## src/rtl/rxq_pkg.sv

```systemverilog
package rxq_pkg;
  parameter int BAR_W  = 16;
  parameter int EXT_W  = 6;
  parameter int XM_W   = 2;
  parameter int CNT_W  = 16;
  parameter int FUNC_W = 6;
  parameter int STAT_W = 4;
  localparam int ADDR_W = BAR_W + EXT_W;

  localparam logic [FUNC_W-1:0] FN_SUPPLY = 6'o40;
  localparam logic [FUNC_W-1:0] FN_FLUSH  = 6'o60;

  localparam logic [STAT_W-1:0] ST_OK    = 4'o00;
  localparam logic [STAT_W-1:0] ST_SIZE  = 4'o05;
  localparam logic [STAT_W-1:0] ST_ALIGN = 4'o12;
  localparam logic [STAT_W-1:0] ST_FULL  = 4'o17;

  typedef struct packed {
    logic [ADDR_W-1:0] addr;
    logic [CNT_W-1:0]  count;
  } desc_t;
endpackage

```

## src/rtl/rxq_addr_form.sv

```systemverilog
module rxq_addr_form
  import rxq_pkg::*;
(
  input  logic             ext_en,
  input  logic [BAR_W-1:0] bar,
  input  logic [CNT_W-1:0] bcr,
  input  logic [EXT_W-1:0] ext,
  input  logic [XM_W-1:0]  xm,
  output desc_t            desc,
  output logic             well_formed
);
  localparam int PAD_W = EXT_W - XM_W;

  always_comb begin
    desc.count = bcr;
    if (ext_en) desc.addr = {ext, bar};
    else        desc.addr = {{PAD_W{1'b0}}, xm, bar};
    well_formed = !desc.addr[0] && (bcr != '0) && !bcr[0];
  end
endmodule

```

## src/rtl/rxq_fifo.sv

```systemverilog
module rxq_fifo
  import rxq_pkg::*;
#(
  parameter int DEPTH = 16
) (
  input  logic  clk,
  input  logic  rst_n,
  input  logic  push,
  input  desc_t push_desc,
  input  logic  pop,
  input  logic  flush,
  output desc_t head,
  output logic  empty,
  output logic  full
);
  localparam int PTR_W = (DEPTH > 1) ? $clog2(DEPTH) : 1;
  localparam int OCC_W = $clog2(DEPTH + 1);
  localparam logic [OCC_W-1:0] DEPTH_C = OCC_W'(DEPTH);
  localparam logic [PTR_W-1:0] LAST_C  = PTR_W'(DEPTH - 1);

  desc_t            mem [DEPTH];
  logic [PTR_W-1:0] wr_ptr, wr_ptr_n, rd_ptr, rd_ptr_n;
  logic [OCC_W-1:0] occ, occ_n;

  function automatic logic [PTR_W-1:0] bump(input logic [PTR_W-1:0] p);
    return (p == LAST_C) ? '0 : p + 1'b1;
  endfunction

  always_comb begin
    wr_ptr_n = wr_ptr;
    rd_ptr_n = rd_ptr;
    occ_n    = occ;
    if (push) wr_ptr_n = bump(wr_ptr);
    if (pop)  rd_ptr_n = bump(rd_ptr);
    if (push && !pop)      occ_n = occ + 1'b1;
    else if (!push && pop) occ_n = occ - 1'b1;
    if (flush) begin
      rd_ptr_n = wr_ptr_n;
      occ_n    = '0;
    end
  end

  always_ff @(posedge clk or negedge rst_n) begin
    if (!rst_n) begin
      wr_ptr <= '0;
      rd_ptr <= '0;
      occ    <= '0;
    end else begin
      wr_ptr <= wr_ptr_n;
      rd_ptr <= rd_ptr_n;
      occ    <= occ_n;
    end
  end

  always_ff @(posedge clk) begin
    if (push) mem[wr_ptr] <= push_desc;
  end

  assign head  = mem[rd_ptr];
  assign empty = (occ == '0);
  assign full  = (occ == DEPTH_C);


  no_overflow_chk: assert property (@(posedge clk) disable iff (!rst_n)
    !(push && full && !pop) && (occ <= DEPTH_C));

  flush_empty_chk: assert property (@(posedge clk) disable iff (!rst_n)
    (flush && !push) |=> empty);

  first_entry_chk: assert property (@(posedge clk) disable iff (!rst_n)
    (push && empty && !flush) |=> (head == $past(push_desc)));
endmodule

```

## src/rtl/rxq_cmd_ctrl.sv

```systemverilog
module rxq_cmd_ctrl
  import rxq_pkg::*;
(
  input  logic              clk,
  input  logic              rst_n,
  input  logic              cmd_valid,
  input  logic [FUNC_W-1:0] cmd_func,
  input  logic              well_formed,
  input  logic              full,
  output logic              push,
  output logic              flush,
  output logic              cmd_done,
  output logic [STAT_W-1:0] cmd_status
);
  logic              is_supply, is_flush;
  logic              done_n;
  logic [STAT_W-1:0] status_n;

  always_comb begin
    is_supply = cmd_valid && (cmd_func == FN_SUPPLY);
    is_flush  = cmd_valid && (cmd_func == FN_FLUSH);
    push      = is_supply && well_formed && !full;
    flush     = is_flush;
    done_n    = is_supply || is_flush;
    status_n  = cmd_status;
    if (is_flush)                      status_n = ST_OK;
    else if (is_supply && !well_formed) status_n = ST_ALIGN;
    else if (is_supply && full)         status_n = ST_FULL;
    else if (is_supply)                 status_n = ST_OK;
  end

  always_ff @(posedge clk or negedge rst_n) begin
    if (!rst_n) begin
      cmd_done   <= 1'b0;
      cmd_status <= ST_OK;
    end else begin
      cmd_done   <= done_n;
      cmd_status <= status_n;
    end
  end


  done_follows_cmd_chk: assert property (@(posedge clk) disable iff (!rst_n)
    cmd_done |-> $past(cmd_valid));

  foreign_code_quiet_chk: assert property (@(posedge clk) disable iff (!rst_n)
    (cmd_valid && cmd_func != FN_SUPPLY && cmd_func != FN_FLUSH) |=> !cmd_done);
endmodule

```

## src/rtl/rxq_cpl.sv

```systemverilog
module rxq_cpl
  import rxq_pkg::*;
(
  input  logic              clk,
  input  logic              rst_n,
  input  logic              take,
  input  logic [CNT_W-1:0]  take_count,
  input  logic              cpl_valid,
  input  logic [CNT_W-1:0]  cpl_len,
  input  logic              done_clr,
  output logic              busy,
  output logic              rx_done,
  output logic [STAT_W-1:0] rx_status
);
  logic              busy_n, done_n, fire;
  logic [CNT_W-1:0]  held, held_n;
  logic [STAT_W-1:0] status_n;

  always_comb begin
    fire     = cpl_valid && busy;
    busy_n   = busy;
    held_n   = held;
    done_n   = rx_done;
    status_n = rx_status;
    if (take) begin
      busy_n = 1'b1;
      held_n = take_count;
    end
    if (fire) begin
      busy_n   = 1'b0;
      status_n = (cpl_len > held) ? ST_SIZE : ST_OK;
    end
    if (fire)          done_n = 1'b1;
    else if (done_clr) done_n = 1'b0;
  end

  always_ff @(posedge clk or negedge rst_n) begin
    if (!rst_n) begin
      busy      <= 1'b0;
      held      <= '0;
      rx_done   <= 1'b0;
      rx_status <= ST_OK;
    end else begin
      busy      <= busy_n;
      held      <= held_n;
      rx_done   <= done_n;
      rx_status <= status_n;
    end
  end


  single_hold_chk: assert property (@(posedge clk) disable iff (!rst_n)
    take |-> !busy);

  done_set_chk: assert property (@(posedge clk) disable iff (!rst_n)
    $rose(rx_done) |-> $past(cpl_valid && busy));
endmodule

```

## src/rtl/rx_desc_queue.sv

```systemverilog
module rx_desc_queue
  import rxq_pkg::*;
#(
  parameter int DEPTH = 16
) (
  input  logic              clk,
  input  logic              rst_n,
  input  logic              ext_en,
  input  logic              cmd_valid,
  input  logic [FUNC_W-1:0] cmd_func,
  input  logic [BAR_W-1:0]  cmd_bar,
  input  logic [CNT_W-1:0]  cmd_bcr,
  input  logic [EXT_W-1:0]  cmd_ext,
  input  logic [XM_W-1:0]   cmd_xm,
  output logic              cmd_done,
  output logic [STAT_W-1:0] cmd_status,
  output logic              desc_avail,
  output logic [ADDR_W-1:0] desc_addr,
  output logic [CNT_W-1:0]  desc_count,
  input  logic              desc_pop,
  input  logic              cpl_valid,
  input  logic [CNT_W-1:0]  cpl_len,
  input  logic              done_clr,
  output logic              rx_done,
  output logic [STAT_W-1:0] rx_status
);
  desc_t new_desc, head;
  logic  well_formed, push, flush, empty, full, busy, take;

  rxq_addr_form u_form (
    .ext_en      (ext_en),
    .bar         (cmd_bar),
    .bcr         (cmd_bcr),
    .ext         (cmd_ext),
    .xm          (cmd_xm),
    .desc        (new_desc),
    .well_formed (well_formed)
  );

  rxq_cmd_ctrl u_ctrl (
    .clk         (clk),
    .rst_n       (rst_n),
    .cmd_valid   (cmd_valid),
    .cmd_func    (cmd_func),
    .well_formed (well_formed),
    .full        (full),
    .push        (push),
    .flush       (flush),
    .cmd_done    (cmd_done),
    .cmd_status  (cmd_status)
  );

  rxq_fifo #(.DEPTH(DEPTH)) u_fifo (
    .clk       (clk),
    .rst_n     (rst_n),
    .push      (push),
    .push_desc (new_desc),
    .pop       (take),
    .flush     (flush),
    .head      (head),
    .empty     (empty),
    .full      (full)
  );

  rxq_cpl u_cpl (
    .clk        (clk),
    .rst_n      (rst_n),
    .take       (take),
    .take_count (head.count),
    .cpl_valid  (cpl_valid),
    .cpl_len    (cpl_len),
    .done_clr   (done_clr),
    .busy       (busy),
    .rx_done    (rx_done),
    .rx_status  (rx_status)
  );

  assign desc_avail = !empty && !busy;
  assign take       = desc_pop && desc_avail;
  assign desc_addr  = head.addr;
  assign desc_count = head.count;


  reset_idle_chk: assert property (@(posedge clk)
    $rose(rst_n) |-> (!desc_avail && !rx_done && !cmd_done));
endmodule

```

## config.mk

```make
export PLATFORM = sky130hd
export DESIGN_NAME = rx_desc_queue
export DESIGN_NICKNAME = d
export VERILOG_FILES = /design/src/rtl/rxq_pkg.sv /design/src/rtl/rxq_addr_form.sv /design/src/rtl/rxq_fifo.sv /design/src/rtl/rxq_cmd_ctrl.sv /design/src/rtl/rxq_cpl.sv /design/src/rtl/rx_desc_queue.sv
export SDC_FILE = /design/constraint.sdc
export NUM_CORES = 1
export LEC_CHECK = 0
export ABC_AREA = 1
export BUFFER_PORTS_ARGS = -buffer_cell sky130_fd_sc_hd__buf_2
export CAP_MARGIN = 0
export CORE_ASPECT_RATIO = 1.4
export CORE_MARGIN = 2
export CORE_UTILIZATION = 30
export CTS_CLUSTER_DIAMETER = 120
export CTS_CLUSTER_SIZE = 40
export DETAILED_ROUTE_END_ITERATION = 16
export PLACE_DENSITY_LB_ADDON = 0.2
export SYNTH_ARGS = -nofsm -noshare
export SYNTH_HDL_FRONTEND = slang
export SYNTH_SLANG_ARGS = --single-unit
```

## constraint.sdc

```tcl
create_clock -name clk -period 4.77 [get_ports clk]
set_input_delay 0.477 -clock clk [delete_from_list [all_inputs] [get_ports clk]]
set_output_delay 0.477 -clock clk [all_outputs]
set_load 0.005 [all_outputs]
```

## After elaboration in Yosys (flattened, before gate mapping)

Memories as Yosys holds them, arrays and structs flattened.
Index checks and enable logic that the tools add are counted.
Widths: inputs -> output; s select.

- Output and inout port bits: 49
- Logic and storage cells: 69
- Flip-flop bits (word level): 40
- Memories: 1
- Memory bits (writable): 608
- Input port bits: 69

Memories:

| memory | words | bits a word | rd ports | clocked after memory_dff | wr ports | line | RTL |
|---|---|---|---|---|---|---|---|
| u_fifo.mem | 16 | 38 | 1 | 0 | 1 | rxq_fifo.sv:21 | `desc_t mem [DEPTH];` |

- Reduce and logical (&&, ||, !) cells: 29
- Magnitude comparators: 1
- Muxes and demuxes: 20
- Equality and inequality tests: 5
- Add/subtract/negate cells: 4

Operator list:

| cell | count |
|---|---|
| $mux 4 | 9 |
| $mux 22 | 1 |
| $gt 16x16->1 | 1 |
| $reduce_bool 16->1 | 1 |
| $mux 5 | 3 |
| $logic_and 1x1->1 | 13 |
| $eq 6x6->1 const B | 2 |
| $add 4x1->4 const B | 2 |
| $eq 4x4->1 const B | 2 |
| $logic_not 1->1 | 8 |
| $mux 1 | 6 |
| $reduce_bool 2->1 | 3 |
| $add 5x1->5 const B | 1 |
| $eq 5x5->1 const B | 1 |
| $logic_not 5->1 | 1 |
| $sub 5x1->5 const B | 1 |
| $reduce_bool 4->1 | 1 |
| $mux 3 | 1 |
| $reduce_bool 3->1 | 1 |
| $logic_or 1x1->1 | 1 |

## Depth between registers and ports, before layout

- Depth after elaboration: 11
- Depth in mapped cells: 19
- Depth with buffers taken out: 19

## Cells and area by module

A second synthesis with hierarchy kept.

- Cell total of the unflattened synthesis: 2806
- Area, all modules: 28662.5 µm²

By module, submodules not included:

| module | seq. area each (µm²) | area each (µm²) | cells an instance | times used |
|---|---|---|---|---|
| rxq_fifo | 18582.8 | 26958.4 | 2579 | 1 |
| rxq_cpl | 475.5 | 1126.1 | 137 | 1 |
| rxq_addr_form | 0.0 | 356.6 | 58 | 1 |
| rxq_cmd_ctrl | 75.1 | 193.9 | 26 | 1 |
| rx_desc_queue | 0.0 | 27.5 | 6 | 1 |

## Worst setup path before layout

Ideal clock, no wire load.

- Path type: in2reg
- Start: in cmd_func[2]
- End: mem u_fifo.mem[0][0] (netlist name), enable pin
- Library setup time: 433 ps
- Data required time: 4337 ps
- Path buffers: 0
- Data arrival time: 2808 ps
- Cell stages on the path: 7
- Slack: 1529 ps
- Cells stage by stage: nor2_1 nand3_2 nor2_4 inv_2 nor2_8 nand2_1 nor2_1

- Word-level cells in the longest chain between the ends: 6

RTL lines:

| element | line | RTL |
|---|---|---|
| from (decl) | rx_desc_queue.sv:10 | `input logic [FUNC_W-1:0] cmd_func,` |
| $eq 6x6->1 | rxq_cmd_ctrl.sv:20 | `is_supply = cmd_valid && (cmd_func == FN_SUPPLY);` |
| $logic_and 1x1->1 | rxq_cmd_ctrl.sv:20 |  |
| $logic_and 1x1->1 (2 in series) | rxq_cmd_ctrl.sv:22 | `push = is_supply && well_formed && !full;` |
| $mux 1 | rxq_fifo.sv:56 | `if (push) mem[wr_ptr] <= push_desc;` |
| $mux 1 (implied by the code) | rxq_fifo.sv:56 |  |
| to (decl) | rxq_fifo.sv:21 |  |

Every way passes these cells.

## Worst setup path after layout

- Start: reg u_fifo.rd_ptr[0]
- End: out desc_count[13]

- Word-level cells in the longest chain between the ends: 1

RTL lines:

| element | line | RTL |
|---|---|---|
| from (decl) | rxq_fifo.sv:22 | `logic [PTR_W-1:0] wr_ptr, wr_ptr_n, rd_ptr, rd_ptr_n;` |
| from (signal assigned) | rxq_fifo.sv:50 | `rd_ptr <= rd_ptr_n;` |
| $mem_v2 16x38 | -- |  |
| to (decl) | rx_desc_queue.sv:19 | `output logic [CNT_W-1:0] desc_count,` |

Every way passes these cells.

==> metrics.md <==
| Metric | Value |
|---|---|
| CP bufs+invs | `3` |
| Combinational Power Share | `37.9%` |
| Max Cap Viol | `0` |
| Hold WS | `-0.0197 ns` |
| Max-slew violations | `0` |
| FF+latch area | `19,100 µm²` |
| RSZ-0062 raised after global routing | `false` |
| Hold WC Path Type | `in2async` |
| Routed wire per std cell | `22.7 µm` |
| # H-tree levels | `1` |
| Status | `finished, violations left` |
| Via count | `15.9k` |
| Placed Area | `28,000 µm²` |
| Detail Route Antenna Nets | `0` |
| CTS buffer count | `20` |
| Sequential share of the synthesized area | `73.1%` |
| Crit-path leading delay family | `buffers and inverters` |
| Clock power frac | `17.0%` |
| TritonCTS clock tree | `yes` |
| Core area | `86,600 µm²` |
| # Post-CTS Setup Buffers | `0` |
| Top FF cell, synth | `edfxtp_1` |
| Slowest CP cell | `dfrtp_4` |
| Final Hold Fails | `9` |
| Drt via density | `4.93` |
| Fraction of layout cells with a size suffix above 1 | `11.8%` |
| # rows | `128` |
| GRT Total Usage | `16.1%` |
| Initial Util | `30.2%` |
| Synth Cell Area | `26,200 µm²` |
| Final Skew | `0.0313 ns` |
| Max Fclk | `262 MHz` |
| Root Buffer | `clkbuf_16` |
| VDD IR max | `0.000335 V` |
| Yosys reg bits | `643` |
| DRC Markers | `0` |
| Detail Placement HPWL | `42.8 mm` |
| Cts repair resizes | `0` |
| Die area | `89,600 µm²` |
| Async S/R FF share, synth | `5.44%` |
| Crit share post-route | `79.9%` |
| DR iter-0 viols | `1,247` |
| Die span in y | `353 µm` |
| Vias in the first global route | `16.0k` |
| Switching pwr | `5640 µW` |
| Layout area overhead | `9.32%` |
| Worst skew pair latency | `0.59 ns` |
| CP Class | `reg2out` |
| CP required | `4.29 ns` |
| Post-synth EDFFs | `608` |
| Finished layout cell area | `28,600 µm²` |
| Footprint of the multi-input gates | `6160 µm²` |
| Pin count of the biggest net entering global routing | `165` |
| Cells along the critical path | `inv_8 -> buf_4 -> nor2_1 -> nor2_1 -> o21ai_0 -> o211ai_1 -> o211ai_1 -> nand2_1 -> buf_2` |
| Crit-path max cell delay | `0.66 ns` |
| Failing checks | `negative hold slack` |
| Switching share of total power | `39.1%` |
| Final Setup Violations | `0` |
| Fillers | `8,488` |
| Slew @ Worst Pin | `1.07 ns` |
| First-pass GRT wire length | `108 mm` |
| IO Pins | `118` |
| Chip width | `254 µm` |
| Total gr overflow | `0` |
| Power Density | `504 nW/µm²` |
| Mapped Cells | `2,000` |
| NumNets Final | `2,148` |
| Tmin final | `3.81 ns` |
| Slew Limit Headroom | `28.7%` |
| Mean Syn Cell Area | `13.1 µm²` |
| Critical path arrival | `3.33 ns` |
| Count of TritonRoute iterations in the first routing pass | `5` |
| Crit path launch type | `flop` |
| Power Internal | `8770 µW` |
| Setup TNS | `0 ns` |
| Post-Route WL | `73.2 mm` |
| Hold_buf cts | `0` |
| Clk buf depth | `3` |
| Seq pwr share | `45.1%` |
| Routability Congestion | `0.829` |
| Initial antenna violation count | `3` |
| Clock Sinks | `643` |
| Leak | `0.00939 µW` |
| Synth warn | `0` |
| # port buffers | `115` |
| Crit Path Max Fanout | `119` |
| Critical Path Sink Type | `output port` |
| Count of different cell masters after synthesis | `45` |
| CTS clk-pin slew, worst paths | `0.15 ns` |
stage by stage:
stage | utilization, % | power, µW | hold slack (ns) | setup WS, ns | std cells
finish | 33.0 | 14400 | -0.0197 | 0.958 | 3231
global route | 33.0 | 15300 | 0.0177 | 0.725 | 3230
CTS | 33.0 | 14700 | 0.000607 | 0.871 | 3230
detailed placement | 32.3 | 12200 | 0.465 | 1.43 | 3202
global placement | 32.3 | 12200 | 0.463 | 1.46 | 3202
floorplan | - | 10200 | 0.181 | 1.53 | 2001
final cells by class:
type	count	area share (%)
Timing Repair Buffer	156	3.70
Clock buffer	25	1.82
Tap cell	1170	5.12
Clock inverter	3	0.193
Sequential cell	643	66.9
Inverter	51	0.696
Antenna cell	1	0.00875
Multi-Input combinational cell	1182	21.5
layout by cell type, fill, tap and decap left out, types with 5 or more instances in the layout:
cell type  count
clkbuf_16     20
edfxtp_1     608
a221oi_2      16
nand2_1      276
buf_4         27
nand4_1       17
dfrtp_1       32
nor2_1       280
inv_1         42
nand3_1       51
o22ai_1       59
buf_12        14
o21ai_0      232
buf_2        115
inv_2          6
o221ai_1      14
nor2_4        16
o21ai_1       28
clkbuf_1       5
o211ai_1      65
ha_1          24
a21oi_1       61
a221oi_1       9
power by group through the flow:
stage               Sequential, µW  Clock [µW]  Combinational, µW
floorplan                     6480           0               3690
global placement              6620           0               5560
detailed placement            6620           0               5610
CTS                           6500        2540               5630
global route                  6520        2690               6110
finish                        6500        2450               5460
flip-flops by register name, summed over array words and instances, names as in the netlist:
name and cells:
u_fifo.rd_ptr 4, u_ctrl.cmd_done 1, u_fifo.occ 5, u_cpl.rx_done 1, u_fifo.wr_ptr 4, u_cpl.rx_status 1, u_cpl.held 16, u_cpl.busy 1
u_ctrl.cmd_status 2, u_fifo.mem 608
synthesized netlist by cell type, types with 35 or more instances:
library cell | count | area share (%)
o21ai_0 | 232 | 4.4
o22ai_1 | 59 | 1.4
buf_2 | 37 | 0.71
dfrtp_1 | 35 | 3.3
edfxtp_1 | 608 | 70
o211ai_1 | 65 | 1.9
inv_1 | 44 | 0.63
nand3_1 | 51 | 0.98
clkbuf_1 | 43 | 0.62
nor2_1 | 295 | 4.2
a21oi_1 | 61 | 1.2
nand2_1 | 276 | 4.0
worst register-to-register path, cell delays in order (launching register included):
cell and delay (ns):
dfrtp_4 0.66, inv_8 0.50, buf_4 0.57, nor2_1 0.08
nor2_1 0.08, o21ai_0 0.11, o211ai_1 0.13, o211ai_1 0.12
nand2_1 0.32, nand2_1 0.19, nand2_1 0.09
final timing paths:
kind                             startpoint          endpoint  slack, ns  cells past startpoint
setup / recovery           u_fifo.rd_ptr[0]    desc_count[13]       0.96                      9
max in group asynchronous             rst_n  u_fifo.rd_ptr[1]       4.11                      1
min in group clk                   done_clr     u_cpl.rx_done       0.05                      2
hold reg to reg               u_cpl.held[4]     u_cpl.held[4]       0.50                      2
hold / removal                        rst_n     u_cpl.held[5]      -0.02                      1
setup reg to reg           u_fifo.rd_ptr[0]    u_cpl.held[13]       1.88                     10
per-layer routing:
metal	vias up	global-route usage, %	part of all wire, %
met5	-	0	0.056
met4	6	4.64	2.6
met3	75	1.81	3.7
met2	303	29.7	53
met1	8143	19.7	40
li1	7390	-	-
cell families after synthesis:
group / share of synthesized area, %
xor+xnor: 0.134
compound gates: 11.5
flops: 73.1
mux: 0.0861
other cells: 0.0143
fa+ha+maj: 1.22
simple gates: 10.2
buf+inv: 3.77
(Power assumes the default switching activity.)
